===== src/rtl/irq_status_pkg.sv =====
// Package irq_status_pkg
// Holds the default geometry and register addresses shared by the
// interrupt status register block and its bench.
package irq_status_pkg;
    localparam int unsigned DEF_NUM_EVT    = 4;
    localparam int unsigned DEF_ADDR_W     = 3;
    localparam int unsigned DEF_STAT_ADDR  = 7;
    localparam int unsigned DEF_EN_ADDR    = 6;
    localparam int unsigned DEF_SHARED_POS = 2;
endpackage


===== src/rtl/irq_edge_detect.sv =====
// Module irq_edge_detect
// Turns condition levels into one-cycle pulses on each 0-to-1 transition.
// Assumes the inputs are synchronous to clk. A level that is high when
// reset ends counts as a transition.
module irq_edge_detect #(
    parameter int unsigned WIDTH = 5
) (
    input  logic             clk,
    input  logic             rst_n,
    input  logic [WIDTH-1:0] level_i,
    output logic [WIDTH-1:0] rise_o
);
    logic [WIDTH-1:0] level_q;

    // Remember last cycle's levels.
    always_ff @(posedge clk) begin
        if (!rst_n) level_q <= '0;
        else        level_q <= level_i;
    end

    // One pulse per bit for each rising transition.
    always_comb rise_o = level_i & ~level_q;

    // a pulse cannot repeat in the following cycle on the same bit
    a_r2_single_pulse: assert property (@(posedge clk) disable iff (!rst_n)
        (rise_o != '0) |=> ((rise_o & $past(rise_o)) == '0));
endmodule


===== src/rtl/irq_event_latch.sv =====
// Module irq_event_latch
// Sticky status bits with clear-on-read and a holding register for events
// that arrive while a status read is open. Assumes rd_end_i only comes
// while a read is open. A start request during an open read is ignored.
module irq_event_latch #(
    parameter int unsigned NUM_EVT = 4
) (
    input  logic               clk,
    input  logic               rst_n,
    input  logic               sw_rst_i,
    input  logic [NUM_EVT-1:0] event_i,
    input  logic               rd_start_i,
    input  logic               rd_end_i,
    output logic [NUM_EVT-1:0] status_o,
    output logic               in_read_o
);
    logic [NUM_EVT-1:0] status_q, held_q, snap_q;
    logic [NUM_EVT-1:0] status_d, held_d;
    logic               in_read_q, clr;

    assign clr = rd_end_i & in_read_q;

    // Next status and held events from clear, held and new events.
    always_comb begin
        status_d = status_q;
        if (clr) status_d = status_q & ~snap_q;
        if (!in_read_q) status_d = status_d | held_q | event_i;
        held_d = in_read_q ? (held_q | event_i) : '0;
    end

    // Track the read window, take the snapshot, update the registers.
    always_ff @(posedge clk) begin
        if (!rst_n || sw_rst_i) begin
            status_q  <= '0;
            held_q    <= '0;
            snap_q    <= '0;
            in_read_q <= 1'b0;
        end else begin
            status_q <= status_d;
            held_q   <= held_d;
            if (rd_start_i && !in_read_q) begin
                in_read_q <= 1'b1;
                snap_q    <= status_q;
            end else if (clr) begin
                in_read_q <= 1'b0;
            end
        end
    end

    assign status_o  = status_q;
    assign in_read_o = in_read_q;

    // every returned bit is clear after the read closes
    a_r6_clear_returned: assert property (@(posedge clk) disable iff (!rst_n)
        (clr && !sw_rst_i) |=> ((status_q & $past(snap_q)) == '0));
    // events during an open read are captured in the holding register
    a_r7_hold_events: assert property (@(posedge clk) disable iff (!rst_n)
        (in_read_q && !sw_rst_i && event_i != '0)
            |=> ((held_q & $past(event_i)) == $past(event_i)));
    // the status register does not grow while a read is open
    a_r7_frozen: assert property (@(posedge clk) disable iff (!rst_n)
        (in_read_q && !clr && !sw_rst_i && !$past(!in_read_q))
            |=> ((status_q & ~$past(status_q)) == '0));
endmodule


===== src/rtl/irq_line_ctrl.sv =====
// Module irq_line_ctrl
// Drives the active-low interrupt line from the masked status. Lets the
// line go at the first serial-clock falling edge after a status read
// command and holds it released until the read ends. Assumes sclk_i is
// synchronous to clk.
module irq_line_ctrl #(
    parameter int unsigned NUM_EVT = 4
) (
    input  logic               clk,
    input  logic               rst_n,
    input  logic               sw_rst_i,
    input  logic               sclk_i,
    input  logic               arm_i,
    input  logic               done_i,
    input  logic [NUM_EVT-1:0] status_i,
    input  logic [NUM_EVT-1:0] enable_i,
    output logic               irq_n_o
);
    logic sclk_q, armed_q, release_q, sclk_fall;

    assign sclk_fall = sclk_q & ~sclk_i;

    // Sample the serial clock to find its falling edges.
    always_ff @(posedge clk) begin
        if (!rst_n) sclk_q <= 1'b1;
        else        sclk_q <= sclk_i;
    end

    // Arm at the read command, release on the first fall, end at read close.
    always_ff @(posedge clk) begin
        if (!rst_n || sw_rst_i) begin
            armed_q   <= 1'b0;
            release_q <= 1'b0;
        end else if (arm_i) begin
            armed_q   <= 1'b1;
            release_q <= 1'b0;
        end else if (done_i) begin
            armed_q   <= 1'b0;
            release_q <= 1'b0;
        end else if (armed_q && sclk_fall) begin
            armed_q   <= 1'b0;
            release_q <= 1'b1;
        end
    end

    // Line is low while any enabled bit is set, unless released.
    always_comb irq_n_o = release_q | ~(|(status_i & enable_i));

    // a falling edge while armed releases the line next cycle
    a_r8_release: assert property (@(posedge clk) disable iff (!rst_n)
        (armed_q && sclk_fall && !arm_i && !done_i && !sw_rst_i) |=> irq_n_o);
    // with every event masked the line never drops
    a_r3_masked_quiet: assert property (@(posedge clk) disable iff (!rst_n)
        (enable_i == '0) |-> irq_n_o);
endmodule


===== src/rtl/irq_status_reg.sv =====
// Module irq_status_reg (top)
// Maskable interrupt status register. It decodes register commands,
// holds the enable register, routes the shared underrun/abort bit and
// ties together edge detection, status latching and the interrupt line.
// Assumes commands arrive as one-cycle strobes from an external serial
// port shifter and that only one status read is open at a time.
module irq_status_reg
    import irq_status_pkg::*;
#(
    parameter int unsigned NUM_EVT    = DEF_NUM_EVT,
    parameter int unsigned ADDR_W     = DEF_ADDR_W,
    parameter int unsigned STAT_ADDR  = DEF_STAT_ADDR,
    parameter int unsigned EN_ADDR    = DEF_EN_ADDR,
    parameter int unsigned SHARED_POS = DEF_SHARED_POS
) (
    input  logic               clk,
    input  logic               rst_n,
    input  logic               sw_rst_i,
    input  logic [NUM_EVT-1:0] cond_i,
    input  logic               alt_cond_i,
    input  logic               sel_alt_i,
    input  logic               sclk_i,
    input  logic               cmd_stb_i,
    input  logic               cmd_rd_i,
    input  logic [ADDR_W-1:0]  cmd_addr_i,
    input  logic [NUM_EVT-1:0] wdata_i,
    input  logic               rd_end_i,
    output logic [NUM_EVT-1:0] rdata_o,
    output logic               irq_n_o
);
    localparam int unsigned     RAW_W  = NUM_EVT + 1;
    localparam logic [ADDR_W-1:0] A_STAT = ADDR_W'(STAT_ADDR);
    localparam logic [ADDR_W-1:0] A_EN   = ADDR_W'(EN_ADDR);

    logic [RAW_W-1:0]   raw_rise;
    logic [NUM_EVT-1:0] evt;
    logic [NUM_EVT-1:0] status, enable_q, rdata_q;
    logic               in_read, rd_start, rd_arm, rd_done, en_wr;

    irq_edge_detect #(.WIDTH(RAW_W)) u_edge (
        .clk     (clk),
        .rst_n   (rst_n),
        .level_i ({alt_cond_i, cond_i}),
        .rise_o  (raw_rise)
    );

    // Route each position; the shared one picks underrun or abort.
    for (genvar k = 0; k < NUM_EVT; k++) begin : g_route
        if (k == SHARED_POS) begin : g_shared
            assign evt[k] = sel_alt_i ? raw_rise[NUM_EVT] : raw_rise[k];
        end else begin : g_plain
            assign evt[k] = raw_rise[k];
        end
    end

    assign rd_start = cmd_stb_i & cmd_rd_i & (cmd_addr_i == A_STAT);
    assign rd_arm   = rd_start & ~in_read;
    assign rd_done  = rd_end_i & in_read;
    assign en_wr    = cmd_stb_i & ~cmd_rd_i & (cmd_addr_i == A_EN);

    irq_event_latch #(.NUM_EVT(NUM_EVT)) u_latch (
        .clk        (clk),
        .rst_n      (rst_n),
        .sw_rst_i   (sw_rst_i),
        .event_i    (evt),
        .rd_start_i (rd_start),
        .rd_end_i   (rd_end_i),
        .status_o   (status),
        .in_read_o  (in_read)
    );

    irq_line_ctrl #(.NUM_EVT(NUM_EVT)) u_line (
        .clk      (clk),
        .rst_n    (rst_n),
        .sw_rst_i (sw_rst_i),
        .sclk_i   (sclk_i),
        .arm_i    (rd_arm),
        .done_i   (rd_done),
        .status_i (status),
        .enable_i (enable_q),
        .irq_n_o  (irq_n_o)
    );

    // Enable register: cleared by either reset, loaded by a write command.
    always_ff @(posedge clk) begin
        if (!rst_n || sw_rst_i) enable_q <= '0;
        else if (en_wr)         enable_q <= wdata_i;
    end

    // Read data: capture the addressed register at a read command.
    always_ff @(posedge clk) begin
        if (!rst_n || sw_rst_i) begin
            rdata_q <= '0;
        end else if (cmd_stb_i && cmd_rd_i) begin
            if (cmd_addr_i == A_STAT)    rdata_q <= status;
            else if (cmd_addr_i == A_EN) rdata_q <= enable_q;
        end
    end

    assign rdata_o = rdata_q;

    // software reset leaves every event masked
    a_r10_sw_mask: assert property (@(posedge clk) disable iff (!rst_n)
        sw_rst_i |=> (enable_q == '0));
    // a status read returns the status seen at the command
    a_r5_read_value: assert property (@(posedge clk) disable iff (!rst_n)
        (rd_start && !sw_rst_i) |=> (rdata_o == $past(status)));
    // after a software reset the line is inactive
    a_r1_reset_idle: assert property (@(posedge clk) disable iff (!rst_n)
        sw_rst_i |=> irq_n_o);
endmodule


===== config.mk =====
export PLATFORM = sky130hd
export DESIGN_NAME = irq_status_reg
export DESIGN_NICKNAME = d
export VERILOG_FILES = /design/src/rtl/irq_status_pkg.sv /design/src/rtl/irq_edge_detect.sv /design/src/rtl/irq_event_latch.sv /design/src/rtl/irq_line_ctrl.sv /design/src/rtl/irq_status_reg.sv
export SDC_FILE = /design/constraint.sdc
export NUM_CORES = 1
export LEC_CHECK = 0
export BUFFER_PORTS_ARGS = -buffer_cell sky130_fd_sc_hd__buf_2
export CAP_MARGIN = 40
export CORE_UTILIZATION = 52
export DETAILED_ROUTE_END_ITERATION = 7
export PLACE_DENSITY = 0.75
export SLEW_MARGIN = 20
export SYNTH_ARGS = -nofsm -noshare
export SYNTH_HDL_FRONTEND = slang
export SYNTH_HIERARCHICAL = 1
export SYNTH_SLANG_ARGS = --single-unit

===== constraint.sdc =====
create_clock -name clk -period 1.2 [get_ports clk]
set_input_delay 0 -clock clk [delete_from_list [all_inputs] [get_ports clk]]
set_output_delay 0 -clock clk [all_outputs]
set_load 0.01 [all_outputs]

==> impl_metrics.prom, run 1 <==
# TYPE chip_impl_metric gauge
chip_impl_metric{name="grt_antenna_before_repair",unit=""} 0
chip_impl_info{name="root_buffer",value="sky130_fd_sc_hd__clkbuf_4"} 1
chip_impl_info{name="layout_common_cells",value="sky130_fd_sc_hd__dfxtp_1, sky130_fd_sc_hd__buf_2, sky130_fd_sc_hd__nor2_1"} 1
chip_impl_metric{name="power.static_leakage",unit="nW"} 0.658
chip_impl_metric{name="fin_crit_sh",unit="%"} 92.5
chip_impl_metric{name="power.ir.vdd_worst",unit="V"} 0.00107
chip_impl_metric{name="drt-total-wl",unit="um"} 2440
chip_impl_metric{name="clkTransAtPathRegs",unit="ns"} 0.09
chip_impl_metric{name="maxClockFrequency",unit="MHz"} 901
chip_impl_metric{name="global_route_wire_length_before_repair",unit="um"} 4110
chip_impl_metric{name="stdcell_area",unit="um^2"} 1540
chip_impl_metric{name="worst-slew-pin-transition",unit="ns"} 0.317
chip_impl_metric{name="floorplan.io_pins",unit=""} 25
chip_impl_metric{name="worst_ep_required_time",unit="ns"} 1.20
chip_impl_metric{name="maxSlewHeadroom",unit="%"} 78.6
chip_impl_metric{name="fillers",unit=""} 139
chip_impl_metric{name="post_cts_buffers",unit=""} 0
chip_impl_metric{name="final_setup_margin",unit="ns"} 0.0900
chip_impl_metric{name="start_util",unit="%"} 57.9
chip_impl_metric{name="p_r_area_growth_vs_syn",unit="%"} 29.2
chip_impl_metric{name="die_w",unit="um"} 49.9
chip_impl_metric{name="skew",unit="ns"} 0.00366
chip_impl_metric{name="multiInputGateArea",unit="um^2"} 564
chip_impl_info{name="timing.critical_path.to_type",value="primary output"} 1
chip_impl_metric{name="slew_violations",unit=""} 0
chip_impl_metric{name="yosysSeqAreaShare",unit="%"} 48.6
chip_impl_metric{name="placement.io_buffers",unit=""} 24
chip_impl_metric{name="clock_sink_count",unit=""} 29
chip_impl_metric{name="detail_route.vias_per_cell",unit=""} 5.33
chip_impl_info{name="hold_critical_path_endpoint",value="u_edge/level_q[2]"} 1
chip_impl_metric{name="final_layout_size_suffix_gt1_share",unit="%"} 27.2
chip_impl_metric{name="holdPathStages",unit=""} 2
chip_impl_info{name="rsz0062_at_grt",value="false"} 1
chip_impl_metric{name="num_vias",unit=""} 1045
chip_impl_metric{name="drtPass1Iterations",unit=""} 4
chip_impl_metric{name="routed_wl_per_cell",unit="um"} 12.4
chip_impl_metric{name="netlist.area_leader.share",unit="%"} 48.6
chip_impl_metric{name="post_layout_nonfiller_instances",unit=""} 196
chip_impl_info{name="status",value="finished clean"} 1
chip_impl_metric{name="grt_start_max_net_pins",unit=""} 13
chip_impl_metric{name="finalSetupViolations",unit=""} 0
chip_impl_metric{name="cts_inserted_buffers",unit=""} 5
chip_impl_metric{name="fraction_of_registers_with_async_set_reset",unit="%"} 0
chip_impl_info{name="synthDominantAreaCellType",value="sky130_fd_sc_hd__dfxtp_1"} 1
chip_impl_metric{name="cp_max_fo",unit=""} 3
chip_impl_metric{name="floorplan.rows",unit=""} 16
chip_impl_metric{name="drtIter0Drc",unit=""} 23
chip_impl_metric{name="syn-instance-count",unit=""} 125
chip_impl_metric{name="synth_edf_count",unit=""} 0
chip_impl_metric{name="dp_slack",unit="ns"} 0.0676
chip_impl_info{name="hold_start",value="rst_n"} 1
chip_impl_info{name="reg2reg_from",value="u_latch/in_read_o"} 1
chip_impl_metric{name="htreeDepth",unit=""} 2
chip_impl_metric{name="grt_util_all_layers",unit="%"} 22.9
chip_impl_info{name="timing_worst_setup_path_type",value="reg -> out"} 1
chip_impl_info{name="synth_top_flop_cell",value="sky130_fd_sc_hd__dfxtp_1"} 1
chip_impl_metric{name="inst_count_dp",unit=""} 175
chip_impl_metric{name="ys_warn_count",unit=""} 6
chip_impl_metric{name="post_synth.cell_area_avg",unit="um^2"} 9.55
chip_impl_metric{name="place_area",unit="um^2"} 1330
chip_impl_metric{name="finalWeightedCongestion",unit=""} 0.879
chip_impl_metric{name="clock_latency",unit="ns"} 0.33
chip_impl_metric{name="postSynthRegisterBits",unit=""} 29
chip_impl_metric{name="max_cap_violations",unit=""} 0
chip_impl_metric{name="final.min_clock_period",unit="ns"} 1.11
chip_impl_metric{name="via_count_of_the_first_global_routing_pass",unit=""} 989
chip_impl_metric{name="mapped_cell_area",unit="um^2"} 1190
chip_impl_metric{name="post-dp-hpwl",unit="um"} 1690
chip_impl_metric{name="dieArea",unit="um^2"} 2490
chip_impl_metric{name="area_of_the_core",unit="um^2"} 2060
chip_impl_metric{name="finalHoldViolCount",unit=""} 0
chip_impl_metric{name="n_antenna_cell",unit=""} 0
chip_impl_metric{name="layout.area.seq",unit="um^2"} 587
chip_impl_info{name="setup.worst_path.start_class",value="flip-flop"} 1
chip_impl_metric{name="floorplan.die.height",unit="um"} 49.9
chip_impl_metric{name="syn_nets",unit=""} 145
chip_impl_metric{name="timing.reg2reg.worst_path_depth",unit=""} 4
chip_impl_metric{name="cts.path.max_buffers",unit=""} 2
chip_impl_metric{name="arrival",unit="ns"} 1.11
chip_impl_metric{name="setup.reg_to_reg.worst_slack",unit="ns"} 0.19
chip_impl_metric{name="drc",unit=""} 0
chip_impl_metric{name="final_net_count",unit=""} 188
chip_impl_metric{name="ant_nets",unit=""} 0
chip_impl_metric{name="setup_tns",unit="ns"} 0
chip_impl_info{name="min-delay-path-class",value="in -> reg"} 1
chip_impl_info{name="capture_point_of_the_worst_reg_to_reg_path",value="u_line/armed_q"} 1
chip_impl_metric{name="power-per-cell-area",unit="nW/um^2"} 1190
chip_impl_metric{name="grt_overflow",unit=""} 0
chip_impl_info{name="synth_area_leaders",value="sky130_fd_sc_hd__dfxtp_1, sky130_fd_sc_hd__mux2i_1, sky130_fd_sc_hd__nor2_1"} 1
chip_impl_metric{name="ys_types",unit=""} 29
chip_impl_info{name="cts_tree",value="yes"} 1
-- state kept, by name (all words and copies together), names as in the netlist --
register,cells
u_latch/in_read_o,1
u_line/armed_q,1
u_latch/snap_q,4
u_line/release_q,1
rdata_o,4
u_edge/level_q,5
u_line/sclk_q,1
u_latch/held_q,4
enable_q,4
u_latch/status_o,4
-- report_power, final --
group	internal (mW)	total (mW)	switching, mW
clock network	0.339	0.665	0.326
registers	0.983	0.998	0.0149
logic	0.0927	0.168	0.0754
-- cells in the mapped netlist (all sizes together), types with 2 or more instances --
cell type / instances
a21oi: 5
a22oi: 2
a311oi: 3
a31oi: 2
and2: 7
buf: 4
dfxtp: 29
inv: 4
mux2i: 8
nand2: 6
nand2b: 3
nand3: 3
nand4: 4
nor2: 16
nor2b: 8
nor3: 3
o21ai: 7
o311ai: 4
-- cells by family (layout without fill, tap and decap cells) --
family                 count (synthesis)  after routing  share of synthesized area, %
AO/OA/AOI/OAI                         25             25                          13.8
buffers and inverters                  8             52                          4.51
flip-flops                            29             29                          48.6
multiplexers                           9              9                          7.65
AND/OR/NAND/NOR                       54             54                          25.4
-- critical path, cell delays in order, from the launching register on --
cell and delay (ns):
sky130_fd_sc_hd__dfxtp_1 0.37, sky130_fd_sc_hd__a22oi_1 0.09, sky130_fd_sc_hd__a21o_1 0.18, sky130_fd_sc_hd__buf_2 0.13
-- cell type report --
type | instances | share of cell area [%]
Sequential cell | 29 | 38.0
Clock inverter | 1 | 0.324
Tap cell | 27 | 2.19
Clock buffer | 7 | 4.22
Timing Repair Buffer | 40 | 17.7
Inverter | 4 | 0.973
Multi-Input combinational cell | 88 | 36.6
-- worst max path at each step --
stage | slack, ns | to | from | cells past startpoint
global route | 0.03 | irq_n_o | u_latch/status_o[0] | 3
finish | 0.09 | irq_n_o | enable_q[0] | 3
global placement | 0.09 | u_line/armed_q | u_latch/in_read_o | 4
floorplan | 0.20 | u_latch/snap_q[1] | u_latch/in_read_o | 5
CTS | 0.04 | irq_n_o | u_latch/status_o[0] | 3
detailed placement | 0.07 | u_line/armed_q | u_latch/in_read_o | 4
-- through the flow --
step	power (mW)	hold slack, ns	util, %
global placement	1.15	0.199	64.6
detailed placement	1.15	0.213	64.6
global route	1.91	0.00924	74.8
finish	1.83	0.0190	74.8
CTS	1.84	0.00715	74.3
floorplan	1.09	0.0687	-
-- timing repair --
item                                    in CTS  in global routing
hold buffers                                13                  0
endpoints found under the setup margin       0                  2
hold endpoints to repair                    15                  0
resized for setup                            0                  6
-- layer usage --
metal	up-vias	share of wire, %	GRT usage, %
li1	536	-	-
met1	476	46	24.6
met2	27	47	38.5
met3	6	5.0	10.2
met4	0	1.9	10.0
met5	-	0	0
Note: power is estimated with default switching activity, not from simulation.
==> run 2, diff against run 1 <==
--- a/config.mk
+++ b/config.mk
@@ -7,9 +7,9 @@
 export LEC_CHECK = 0
 export BUFFER_PORTS_ARGS = -buffer_cell sky130_fd_sc_hd__buf_2
 export CAP_MARGIN = 40
-export CORE_UTILIZATION = 52
+export CORE_UTILIZATION = 50
 export DETAILED_ROUTE_END_ITERATION = 7
-export PLACE_DENSITY = 0.75
+export PLACE_DENSITY = 0.73
 export SLEW_MARGIN = 20
 export SYNTH_ARGS = -nofsm -noshare
 export SYNTH_HDL_FRONTEND = slang
==> impl_metrics.prom, run 2 (synthesis results as in run 1) <==
# TYPE chip_impl_metric gauge
chip_impl_metric{name="max_cap_violations",unit=""} 0
chip_impl_metric{name="finalCoreUtilization",unit="%"} 67.8
chip_impl_metric{name="via_count_of_the_first_global_routing_pass",unit=""} 1047
chip_impl_metric{name="drc",unit=""} 0
chip_impl_metric{name="detail_route.vias_per_cell",unit=""} 5.52
chip_impl_metric{name="floorplan.die.height",unit="um"} 50.9
chip_impl_metric{name="floorplan.rows",unit=""} 17
chip_impl_metric{name="final_net_count",unit=""} 187
chip_impl_metric{name="ant_nets",unit=""} 0
chip_impl_metric{name="floorplan.io_pins",unit=""} 25
chip_impl_metric{name="global_route_wire_length_before_repair",unit="um"} 4400
chip_impl_metric{name="num_vias",unit=""} 1077
chip_impl_metric{name="post_layout_nonfiller_instances",unit=""} 195
chip_impl_metric{name="slew_violations",unit=""} 0
chip_impl_metric{name="post-dp-hpwl",unit="um"} 1880
chip_impl_info{name="setup.worst_path.start_class",value="flip-flop"} 1
chip_impl_info{name="mostFrequentLayoutCell",value="sky130_fd_sc_hd__dfxtp_1"} 1
chip_impl_info{name="hold_start",value="sw_rst_i"} 1
chip_impl_metric{name="inst_count_dp",unit=""} 176
chip_impl_info{name="layout_common_cells",value="sky130_fd_sc_hd__dfxtp_1, sky130_fd_sc_hd__buf_2, sky130_fd_sc_hd__nor2_1"} 1
chip_impl_metric{name="fillers",unit=""} 188
chip_impl_metric{name="worst_ep_required_time",unit="ns"} 1.20
chip_impl_metric{name="n_antenna_cell",unit=""} 0
chip_impl_metric{name="cts.path.max_buffers",unit=""} 2
chip_impl_metric{name="die_w",unit="um"} 50.9
chip_impl_metric{name="drt-total-wl",unit="um"} 2710
chip_impl_info{name="min-delay-path-class",value="in -> reg"} 1
chip_impl_metric{name="grt_overflow",unit=""} 0
chip_impl_metric{name="area_of_the_core",unit="um^2"} 2230
chip_impl_metric{name="final_layout_size_suffix_gt1_share",unit="%"} 24.6
chip_impl_metric{name="p_r_area_growth_vs_syn",unit="%"} 26.9
chip_impl_metric{name="arrival",unit="ns"} 1.13
chip_impl_metric{name="finalWeightedCongestion",unit=""} 0.823
chip_impl_info{name="timing.critical_path.to_type",value="primary output"} 1
chip_impl_metric{name="cts_inserted_buffers",unit=""} 5
chip_impl_metric{name="clock_sink_count",unit=""} 29
chip_impl_metric{name="htreeDepth",unit=""} 2
chip_impl_metric{name="multiInputGateArea",unit="um^2"} 564
chip_impl_metric{name="layout.area.seq",unit="um^2"} 583
chip_impl_info{name="root_buffer",value="sky130_fd_sc_hd__clkbuf_4"} 1
chip_impl_metric{name="drtPass1Iterations",unit=""} 4
chip_impl_info{name="status",value="finished clean"} 1
chip_impl_metric{name="placement.io_buffers",unit=""} 24
chip_impl_metric{name="maxSlewHeadroom",unit="%"} 75.0
chip_impl_metric{name="start_util",unit="%"} 53.4
chip_impl_metric{name="maxClockFrequency",unit="MHz"} 882
chip_impl_metric{name="fin_crit_sh",unit="%"} 94.5
chip_impl_metric{name="routed_wl_per_cell",unit="um"} 13.9
chip_impl_metric{name="clock_latency",unit="ns"} 0.32
chip_impl_info{name="reg2reg_from",value="u_latch/in_read_o"} 1
chip_impl_metric{name="power-per-cell-area",unit="nW/um^2"} 1150
chip_impl_metric{name="skew",unit="ns"} 0.00844
chip_impl_metric{name="clkTransAtPathRegs",unit="ns"} 0.08
chip_impl_metric{name="power.ir.vdd_worst",unit="V"} 0.000885
chip_impl_metric{name="finalSetupViolations",unit=""} 0
chip_impl_info{name="crit_start",value="u_latch/status_o[1]"} 1
chip_impl_metric{name="final.min_clock_period",unit="ns"} 1.13
chip_impl_metric{name="dieArea",unit="um^2"} 2590
chip_impl_metric{name="cp_max_fo",unit=""} 5
chip_impl_metric{name="grt_start_max_net_pins",unit=""} 13
chip_impl_metric{name="worst-slew-pin-transition",unit="ns"} 0.371
chip_impl_metric{name="drtIter0Drc",unit=""} 18
chip_impl_metric{name="power.static_leakage",unit="nW"} 0.642
chip_impl_info{name="top_register",value="u_edge/level_q"} 1
chip_impl_info{name="timing_worst_setup_path_type",value="reg -> out"} 1
chip_impl_info{name="cts_tree",value="yes"} 1
chip_impl_metric{name="finalHoldViolCount",unit=""} 0
chip_impl_metric{name="grt_antenna_before_repair",unit=""} 0
chip_impl_metric{name="largest_reg_flops",unit=""} 5
chip_impl_metric{name="grt_util_all_layers",unit="%"} 24.0
## run 2: layout make-up
cell class | instances | area share, %
Sequential cell | 29 | 38.5
Multi-Input combinational cell | 88 | 37.2
Timing Repair Buffer | 39 | 17.3
Clock buffer | 7 | 3.63
Tap cell | 28 | 2.31
Inverter | 4 | 0.991
## run 2: where the power goes
group	total, mW	internal [mW]	switching (mW)
clock network	0.584	0.276	0.308
logic	0.168	0.0907	0.0774
registers	0.998	0.983	0.0151
total	1.75	1.35	0.400
## run 2: worst max-delay path, stage by stage (launching register included)
cell and delay (ns):
sky130_fd_sc_hd__dfxtp_1 0.42, sky130_fd_sc_hd__a22oi_1 0.09, sky130_fd_sc_hd__a21o_1 0.19, sky130_fd_sc_hd__buf_2 0.13
## run 2: timing repair
action / 4_1_cts / 5_1_grt
resized for setup: 0 / 3
hold buffers: 12 / 0
endpoints found under the hold margin: 13 / 0
setup endpoints to repair: 0 / 1
buffers inserted: 0 / 0
## run 2: final timing paths
check | slack (ns) | to | cells past startpoint
worst max-delay path | 0.07 | irq_n_o | 3
worst min-delay path | 0.02 | u_line/armed_q | 3
worst max register to register | 0.11 | u_line/armed_q | 4
worst min register to register | 0.47 | u_latch/held_q[0] | 2
## run 2: layer usage
metal,track usage [%],wire [um],vias to the layer above
met5,0,0,-
met4,14.8,72,0
met3,5.65,108,9
met2,44.2,1400,34
met1,24.1,1130,505
li1,-,-,529
## run 2: metrics by stage
step | setup TNS [ns] | hold slack [ns] | instance area, um^2 | power [mW] | worst slack [ns]
detailed placement | 0 | 0.213 | 1330 | 1.15 | 0.112
global placement | 0 | 0.198 | 1330 | 1.15 | 0.141
global route | -0.00820 | 0.0309 | 1520 | 1.83 | -0.00820
finish | 0 | 0.0202 | 1520 | 1.75 | 0.0662
floorplan | 0 | 0.0687 | 1190 | 1.09 | 0.196
CTS | 0 | 0.00408 | 1510 | 1.76 | 0.0218
